## src/rtl/dreq_map_pkg.sv

```systemverilog
package dreq_map_pkg;
   localparam int MAP_W      = 8;
   localparam int CH_FIELD_W = 5;

   // bit 7 enable, bits 6:5 spare (kept), bits 4:0 target channel
   typedef struct packed {
      logic                  en;
      logic [1:0]            spare;
      logic [CH_FIELD_W-1:0] chan;
   } route_t;

   localparam route_t ROUTE_RESET = '0;
endpackage

```

## src/rtl/dreq_sync.sv

```systemverilog
module dreq_sync #(
   parameter int WIDTH  = 8,
   parameter int STAGES = 2
) (
   input  logic             clk,
   input  logic             rst_n,
   input  logic [WIDTH-1:0] async_i,
   output logic [WIDTH-1:0] sync_o
);
   if (STAGES < 1) begin : g_bad
      $error("dreq_sync: STAGES must be at least 1");
   end

   logic [WIDTH-1:0] stage_q [STAGES];

   for (genvar s = 0; s < STAGES; s++) begin : g_stage
      if (s == 0) begin : g_first
         always_ff @(posedge clk or negedge rst_n) begin
            if (!rst_n) stage_q[0] <= '0;
            else        stage_q[0] <= async_i;
         end
      end else begin : g_rest
         always_ff @(posedge clk or negedge rst_n) begin
            if (!rst_n) stage_q[s] <= '0;
            else        stage_q[s] <= stage_q[s-1];
         end
      end
   end

   assign sync_o = stage_q[STAGES-1];
endmodule

```

## src/rtl/dreq_route_regs.sv

```systemverilog
module dreq_route_regs
   import dreq_map_pkg::*;
#(
   parameter int NUM_REQ = 75,
   parameter int NUM_CH  = 16,
   parameter int ADDR_W  = 16,
   parameter int DATA_W  = 32,
   parameter int LO_BASE = 'h100,
   parameter int LO_CNT  = 64,
   parameter int HI_BASE = 'h1100
) (
   input  logic                                    clk,
   input  logic                                    rst_n,
   input  logic                                    wr_i,
   input  logic                                    rd_i,
   input  logic [ADDR_W-1:0]                       addr_i,
   input  logic [DATA_W-1:0]                       wdata_i,
   output logic [DATA_W-1:0]                       rdata_o,
   output logic                                    err_o,
   output logic [NUM_REQ-1:0]                      en_o,
   output logic [NUM_REQ-1:0][CH_FIELD_W-1:0]      chan_o
);
   localparam int LO_EFF = (NUM_REQ < LO_CNT) ? NUM_REQ : LO_CNT;
   localparam int HI_CNT = NUM_REQ - LO_EFF;
   localparam int IDX_W  = (NUM_REQ > 1) ? $clog2(NUM_REQ) : 1;

   if (DATA_W < MAP_W) begin : g_bad_data
      $error("dreq_route_regs: DATA_W narrower than a routing entry");
   end
   if (ADDR_W < 3) begin : g_bad_addr
      $error("dreq_route_regs: ADDR_W too small");
   end

   route_t            route_q [NUM_REQ];
   logic              lo_hit, hi_hit, hit;
   logic [IDX_W-1:0]  lo_idx, hi_idx, idx;
   logic [ADDR_W-1:0] lo_off;
   logic              aligned;

   assign aligned = (addr_i[1:0] == 2'b00);
   assign lo_off  = addr_i - ADDR_W'(LO_BASE);
   assign lo_hit  = aligned && (addr_i >= ADDR_W'(LO_BASE)) &&
                    (lo_off < ADDR_W'(4 * LO_EFF));
   assign lo_idx  = IDX_W'(lo_off >> 2);

   // upper window exists only when requests spill past the lower one
   if (HI_CNT > 0) begin : g_hi_win
      logic [ADDR_W-1:0] hi_off;
      assign hi_off = addr_i - ADDR_W'(HI_BASE);
      assign hi_hit = aligned && (addr_i >= ADDR_W'(HI_BASE)) &&
                      (hi_off < ADDR_W'(4 * HI_CNT));
      assign hi_idx = IDX_W'(LO_EFF) + IDX_W'(hi_off >> 2);
   end else begin : g_no_hi_win
      assign hi_hit = 1'b0;
      assign hi_idx = '0;
   end

   assign hit = lo_hit || hi_hit;
   assign idx = lo_hit ? lo_idx : hi_idx;

   route_t wr_entry;
   logic   bad_chan, do_store;

   assign wr_entry = route_t'(wdata_i[MAP_W-1:0]);
   assign bad_chan = wr_entry.en &&
                     ({1'b0, wr_entry.chan} >= (CH_FIELD_W+1)'(NUM_CH));
   assign do_store = wr_i && hit && !bad_chan;

   logic unused_wdata_hi;
   assign unused_wdata_hi = ^wdata_i[DATA_W-1:MAP_W];

   for (genvar r = 0; r < NUM_REQ; r++) begin : g_entry
      always_ff @(posedge clk or negedge rst_n) begin
         if (!rst_n)
            route_q[r] <= ROUTE_RESET;
         else if (do_store && (idx == IDX_W'(r)))
            route_q[r] <= wr_entry;
      end
      assign en_o[r]   = route_q[r].en;
      assign chan_o[r] = route_q[r].chan;
   end

   always_ff @(posedge clk or negedge rst_n) begin
      if (!rst_n) err_o <= 1'b0;
      else        err_o <= wr_i && hit && bad_chan;
   end

   always_comb begin
      rdata_o = '0;
      if (rd_i && hit)
         rdata_o[MAP_W-1:0] = route_q[idx];
   end
endmodule

```

## src/rtl/dreq_chan_merge.sv

```systemverilog
module dreq_chan_merge
   import dreq_map_pkg::*;
#(
   parameter int NUM_REQ = 75,
   parameter int NUM_CH  = 16
) (
   input  logic                               clk,
   input  logic                               rst_n,
   input  logic [NUM_REQ-1:0]                 req_i,
   input  logic [NUM_REQ-1:0]                 en_i,
   input  logic [NUM_REQ-1:0][CH_FIELD_W-1:0] chan_i,
   output logic [NUM_CH-1:0]                  level_o,
   output logic [NUM_CH-1:0]                  rise_o,
   output logic [NUM_CH-1:0]                  fall_o
);
   logic [NUM_CH-1:0] level_d;

   // per channel: OR of every enabled line routed here
   for (genvar c = 0; c < NUM_CH; c++) begin : g_ch
      logic [NUM_REQ-1:0] hits;
      for (genvar r = 0; r < NUM_REQ; r++) begin : g_line
         assign hits[r] = req_i[r] && en_i[r] && (chan_i[r] == CH_FIELD_W'(c));
      end
      assign level_d[c] = |hits;
   end

   always_ff @(posedge clk or negedge rst_n) begin
      if (!rst_n) begin
         level_o <= '0;
         rise_o  <= '0;
         fall_o  <= '0;
      end else begin
         level_o <= level_d;
         rise_o  <= level_d & ~level_o;
         fall_o  <= ~level_d & level_o;
      end
   end
endmodule

```

## src/rtl/dreq_chan_mapper.sv

```systemverilog
module dreq_chan_mapper
   import dreq_map_pkg::*;
#(
   parameter int NUM_REQ     = 75,
   parameter int NUM_CH      = 16,
   parameter int SYNC_STAGES = 2,
   parameter int ADDR_W      = 16,
   parameter int DATA_W      = 32,
   parameter int LO_BASE     = 'h100,
   parameter int LO_CNT      = 64,
   parameter int HI_BASE     = 'h1100
) (
   input  logic               clk,
   input  logic               rst_n,
   input  logic               reg_wr,
   input  logic               reg_rd,
   input  logic [ADDR_W-1:0]  reg_addr,
   input  logic [DATA_W-1:0]  reg_wdata,
   output logic [DATA_W-1:0]  reg_rdata,
   output logic               reg_err,
   input  logic [NUM_REQ-1:0] req_in,
   output logic [NUM_CH-1:0]  ch_level,
   output logic [NUM_CH-1:0]  ch_rise_evt,
   output logic [NUM_CH-1:0]  ch_fall_evt
);
   if (NUM_CH < 1 || NUM_CH > (1 << CH_FIELD_W)) begin : g_bad_ch
      $error("dreq_chan_mapper: NUM_CH out of range for a 5-bit channel field");
   end
   if (NUM_REQ < 1) begin : g_bad_req
      $error("dreq_chan_mapper: NUM_REQ must be positive");
   end
   if (HI_BASE < LO_BASE + 4 * LO_CNT) begin : g_bad_win
      $error("dreq_chan_mapper: upper window overlaps lower window");
   end

   logic [NUM_REQ-1:0]                 req_s;
   logic [NUM_REQ-1:0]                 route_en;
   logic [NUM_REQ-1:0][CH_FIELD_W-1:0] route_chan;

   if (SYNC_STAGES == 0) begin : g_no_sync
      assign req_s = req_in;
   end else begin : g_sync
      dreq_sync #(.WIDTH(NUM_REQ), .STAGES(SYNC_STAGES)) u_sync (
         .clk     (clk),
         .rst_n   (rst_n),
         .async_i (req_in),
         .sync_o  (req_s)
      );
   end

   dreq_route_regs #(
      .NUM_REQ (NUM_REQ), .NUM_CH (NUM_CH), .ADDR_W (ADDR_W),
      .DATA_W  (DATA_W),  .LO_BASE(LO_BASE), .LO_CNT(LO_CNT),
      .HI_BASE (HI_BASE)
   ) u_regs (
      .clk     (clk),
      .rst_n   (rst_n),
      .wr_i    (reg_wr),
      .rd_i    (reg_rd),
      .addr_i  (reg_addr),
      .wdata_i (reg_wdata),
      .rdata_o (reg_rdata),
      .err_o   (reg_err),
      .en_o    (route_en),
      .chan_o  (route_chan)
   );

   dreq_chan_merge #(.NUM_REQ(NUM_REQ), .NUM_CH(NUM_CH)) u_merge (
      .clk     (clk),
      .rst_n   (rst_n),
      .req_i   (req_s),
      .en_i    (route_en),
      .chan_i  (route_chan),
      .level_o (ch_level),
      .rise_o  (ch_rise_evt),
      .fall_o  (ch_fall_evt)
   );
endmodule

```

## config.mk

```make
export PLATFORM = sky130hd
export DESIGN_NAME = dreq_chan_mapper
export DESIGN_NICKNAME = d
export VERILOG_FILES = /design/src/rtl/dreq_map_pkg.sv /design/src/rtl/dreq_sync.sv /design/src/rtl/dreq_route_regs.sv /design/src/rtl/dreq_chan_merge.sv /design/src/rtl/dreq_chan_mapper.sv
export SDC_FILE = /design/constraint.sdc
export NUM_CORES = 2
export LEC_CHECK = 0
export ABC_CLOCK_PERIOD_IN_PS = 7160
export CAP_MARGIN = 20
export CORE_ASPECT_RATIO = 1.25
export CORE_MARGIN = 1.5
export CORE_UTILIZATION = 45
export CTS_CLUSTER_SIZE = 14
export DETAILED_ROUTE_END_ITERATION = 12
export PLACE_DENSITY = 0.74
export SLEW_MARGIN = 20
export SYNTH_ARGS = -nofsm -noshare
export SYNTH_HDL_FRONTEND = slang
export SYNTH_SLANG_ARGS = --single-unit
```

## constraint.sdc

```tcl
create_clock -name clk -period 7.16 [get_ports clk]
set_input_delay 1.432 -clock clk [delete_from_list [all_inputs] [get_ports clk]]
set_output_delay 1.432 -clock clk [all_outputs]
set_load 0.01 [all_outputs]
```

==> results of run 1 <==
==> cells by family after synthesis <==
| logic type | after synthesis | synth area share |
|---|---|---|
| AO/OA/AOI/OAI | 483 | 0.0773 |
| XOR/XNOR | 1 | 0.000186 |
| buffers and inverters | 362 | 0.0328 |
| flip-flops | 799 | 0.424 |
| multiplexers | 772 | 0.216 |
| other | 1 | 0.0000795 |
| AND/OR/NAND/NOR | 1935 | 0.249 |
==> layer usage <==
metal	GRT usage	overflow
met3	0.528	1
met1	0.747	0
met4	0.657	15
met5	0.167	0
met2	0.889	30
==> Yosys cell counts (all sizes together) (41+ instances only) <==
| master | count |
|---|---|
| dfrtp | 799 |
| nor4 | 114 |
| mux2i | 45 |
| o2111ai | 65 |
| nor4bb | 63 |
| inv | 41 |
| nor3 | 272 |
| clkbuf | 242 |
| a2111oi | 41 |
| and3 | 54 |
| a22oi | 44 |
| nand2b | 110 |
| mux2 | 588 |
| mux4 | 139 |
| o21ai | 54 |
| nand4b | 81 |
| nand4bb | 49 |
| nand3 | 224 |
| nand2 | 253 |
| nand4 | 102 |
| a31oi | 42 |
| o22ai | 45 |
| nor2 | 239 |
| nor2b | 75 |
| or3 | 60 |
| and4b | 64 |
| buf | 78 |
==> stage by stage <==
step | cells | hold WS [ns] | instance area, um2 | setup slack [ns]
after floorplan | 4376 | 0.331 | 47200 | 2.34
after global placement | 5745 | 0.331 | 50800 | 0.844
after detailed placement | 5745 | 0.335 | 50900 | 0.848
after CTS | 5891 | 0.333 | 53600 | 0.859
==> impl_metrics.tcl, run 1 <==
set metrics [dict create \
    outcome "stopped before the end" \
    lastStage "global routing (5_1_grt)" \
    stop_error "[ERROR GRT-0116] Global routing finished with congestion. Check the congestion regions in the DRC Viewer." \
    synth_edf_count 0 \
    grt-ovfl-total 46 \
    cts.sinks 799 \
    ioPinCount 208 \
    dp_hpwl_um 281000 \
    ys_async_sr_fraction 1.00 \
    fp.dieH_um 365 \
    synth_area_leader_cell "dfrtp_1" \
    postCtsSetupRepairBufs 0 \
    cts_resized 0 \
    initial_core_util 0.455 \
    holdBufCountCts 0 \
    synth_area_leaders "dfrtp_1 (42%), mux2_2 (14%), mux4_2 (6.6%), nor3_1 (2.9%), nand3_1 (2.3%)" \
    grt_max_degree 194 \
    gp_congestion 1.33 \
    synth.distinct_cells 88 \
    yosysSeqAreaShare 0.424 \
    portBuffers 159 \
    synth-warning-count 0 \
    htreeDepth 3 \
    cts_made_buffers 80 \
    clk_root_buffer_cell "clkbuf_16" \
    syn_avg_cell_area_um2 10.8 \
    synth_seq_cells 799 \
    cts_max_path_buffers 3 \
    grt_pass1_wl_um 508000 \
    grt.total_usage 0.710 \
    yosysTopAreaCellShare 0.424 \
    syn_inst 4353 \
    die_w_um 293 \
    row_count 132 \
    grt_pass1_vias 51800 \
    ys.flop_type "dfrtp_1" \
    syn_area_mm2 0.0472 \
]
==> run 2: changes to the inputs <==
--- a/config.mk
+++ b/config.mk
@@ -7,12 +7,10 @@
 export LEC_CHECK = 0
 export ABC_CLOCK_PERIOD_IN_PS = 7160
 export CAP_MARGIN = 20
-export CORE_ASPECT_RATIO = 1.25
 export CORE_MARGIN = 1.5
-export CORE_UTILIZATION = 45
-export CTS_CLUSTER_SIZE = 14
+export CORE_UTILIZATION = 30
 export DETAILED_ROUTE_END_ITERATION = 12
-export PLACE_DENSITY = 0.74
+export PLACE_DENSITY_LB_ADDON = 0.15
 export SLEW_MARGIN = 20
 export SYNTH_ARGS = -nofsm -noshare
 export SYNTH_HDL_FRONTEND = slang
==> run 2 against run 1 <==
  * The flow now finishes without violations
  * Synthesized cell count unchanged
  * Synthesized area unchanged
==> impl_metrics.tcl, run 2 <==
set metrics [dict create \
    syn_area_mm2 0.0472 \
    vias_per_cell 6.91 \
    grt.total_usage 0.487 \
    final_common_cell "dfrtp_1" \
    criticalPathCategory "in -> out" \
    grt-ovfl-total 0 \
    worstPathMaxFanout 64 \
    yosysSeqAreaShare 0.424 \
    crit_chain "buf_8 > mux4_2 > a22oi_1 > nand3_1 > o31a_1 > nand4_1 > o21ai_0 > clkdlybuf4s50_1" \
    ir_drop_v 0.000241 \
    routed_wl_um 395000 \
    postCtsSetupRepairBufs 0 \
    final_cell_mix "dfrtp_1 (797), mux2_2 (574), nor3_1 (261)" \
    fill_cells 15600 \
    synthMuxAreaShare 0.216 \
    synth_seq_cells 799 \
    hold_class "reg -> reg" \
    largest_reg_flops 375 \
    dp_hpwl_um 330000 \
    portBuffers 159 \
    r2r-end "u_merge.fall_o[12]" \
    critPathSlowestCell "a22oi_1" \
    cts.sinks 799 \
    p_leak_nw 22.9 \
    hp-start "g_sync.u_sync.stage_q[85]" \
    yosys.area_share.xor_xnor 0.000186 \
    synth_area_leaders "dfrtp_1 (42%), mux2_2 (14%), mux4_2 (6.6%), nor3_1 (2.9%), nand3_1 (2.3%)" \
    rsz0062_at_grt "no" \
    row_count 145 \
    critical_path_required_ns 5.73 \
    multi_input_area_mm2 0.0263 \
    grt_pass1_vias 42600 \
    worstReg2RegStart "u_regs.chan_o[43]" \
    final_nets 4694 \
    outcome "completed" \
    cts_max_path_buffers 3 \
    ys_async_sr_fraction 1.00 \
    synth_area_leader_cell "dfrtp_1" \
    max_slew.worst_pin.slew_ns 1.42 \
    final_antenna_net_count 0 \
    cp-end-kind "output pin" \
    slew_violations 0 \
    drv_cap 0 \
    final-hold-violation-count 0 \
    synth_commonest_cells "dfrtp_1 (799), mux2_2 (574), nor3_1 (271)" \
    post-route-min-period_ns 6.61 \
    grt_antenna_before_repair 91 \
    critical_path.top_delay_family "compound AO/OA/AOI/OAI gates" \
    ys.flop_type "dfrtp_1" \
    crit_path_start_kind "primary input" \
    synth.distinct_cells 88 \
    holdPathEnd "g_sync.u_sync.sync_o[10]" \
    synth_top_family_by_area "simple AND/OR/NAND/NOR gates" \
    initial_core_util 0.302 \
    htreeDepth 3 \
    grt_pass1_wl_um 489000 \
    power.density_mw_per_mm2 180 \
    die-area_mm2 0.160 \
    route.vias.total 46600 \
    dr.pass1.iters 7 \
    syn_avg_cell_area_um2 10.8 \
    core_mm2 0.156 \
    ioPinCount 208 \
    holdBufCountCts 0 \
    drive_above_1_share 0.284 \
    gp_congestion 1.20 \
    whs_path_depth 0 \
    cp_slowest_stage_delay_ns 0.84 \
    synth-compound-area-share 0.0773 \
    syn_inst 4353 \
    drc 0 \
    synth-simple-area-share 0.249 \
    cts_resized 0 \
    synth_most_common_cell "dfrtp_1" \
    setup_violations 0 \
    tns_ns 0 \
    cts.clk_slew.worst_paths_ns 0.06 \
    grt_max_degree 166 \
    crit_arrival_ns 5.18 \
    timing.critical_path.buf_inv 2 \
    routedWlPerCell_um 58.5 \
    area_growth_pct 18.5 \
    synth_edf_count 0 \
    synth-warning-count 0 \
    clk_root_buffer_cell "clkbuf_16" \
    max_clock_freq_ghz 0.151 \
    finalPower_mw 10.1 \
    r2r_cells 6 \
    min_period_over_period 0.923 \
    drt_iter0_drc 7892 \
    r2r_slack_ns 2.87 \
    yosysTopAreaCellShare 0.424 \
    worst_skew_pair.late_latency_ns 0.79 \
    slew_headroom 0.0456 \
    cts_tree "built" \
    fp.dieH_um 399 \
    die_w_um 399 \
    regArea_mm2 0.0200 \
    synth_fa_ha_area_frac 0 \
    fin_skew_ns 0.0559 \
    cts_made_buffers 90 \
]
-- run 2: per-layer routing --
| layer | global-route usage | share of wire | vias to the layer above | wire length (um) |
|---|---|---|---|---|
| li1 | - | - | 17400 | - |
| met2 | 0.664 | 0.40 | 3686 | 156000 |
| met3 | 0.203 | 0.12 | 970 | 48300 |
| met4 | 0.370 | 0.094 | 42 | 37000 |
| met1 | 0.607 | 0.39 | 24500 | 153000 |
| met5 | 0 | 0.0011 | - | 419 |
-- run 2: worst reg2reg max path, delay by kind of cell (launching register included) --
family	cells	cell delay, ns
flops	1	0.45
simple gates	6	3.79
-- run 2: per-stage QoR --
stage                     hold WS, ns  instance area [um2]   util  instances  setup WS [ns]
after floorplan                 0.331                47200      -       4376           2.34
after global placement          0.332                52500  0.336       6531          0.600
after detailed placement        0.335                52500  0.336       6531          0.669
after CTS                       0.314                55700  0.357       6694          0.652
after global routing            0.333                55800  0.357       6699          0.410
final                           0.323                55900  0.358       6742          0.549
-- run 2: where the power goes --
group	switching, mW	internal, mW	total, mW
clock	2.09	2.87	4.96
sequential	0.0357	4.56	4.60
combinational	0.357	0.143	0.501
total	2.48	7.57	10.1
-- run 2: final cells by class --
cell class | count | area share
Clock buffer | 123 | 0.0459
Sequential cell | 799 | 0.358
Multi-Input combinational cell | 3215 | 0.470
Antenna cell | 46 | 0.00206
Tap cell | 2058 | 0.0461
Inverter | 42 | 0.00282
Clock inverter | 40 | 0.0107
Timing Repair Buffer | 419 | 0.0645
-- run 2: kinds of logic (layout without fill, tap and decap cells) --
logic type / Yosys count / count (layout)
AO/OA/AOI/OAI: 483 / 483
multiplexers: 772 / 772
flip-flops: 799 / 799
other: 1 / 70
XOR/XNOR: 1 / 1
AND/OR/NAND/NOR: 1935 / 1935
buffers and inverters: 362 / 624
-- run 2: worst max-delay path by stage --
stage | start | to | slack (ns) | cells past startpoint
after floorplan | reg_addr[2] | reg_rdata[4] | 2.34 | 9
final | reg_addr[2] | reg_rdata[5] | 0.55 | 8
after detailed placement | reg_addr[8] | reg_rdata[7] | 0.67 | 9
after global routing | reg_addr[8] | reg_rdata[7] | 0.41 | 9
after global placement | reg_addr[8] | reg_rdata[7] | 0.60 | 9
after CTS | reg_addr[8] | reg_rdata[7] | 0.65 | 9
No activity file was read; power rests on OpenSTA's default activity.
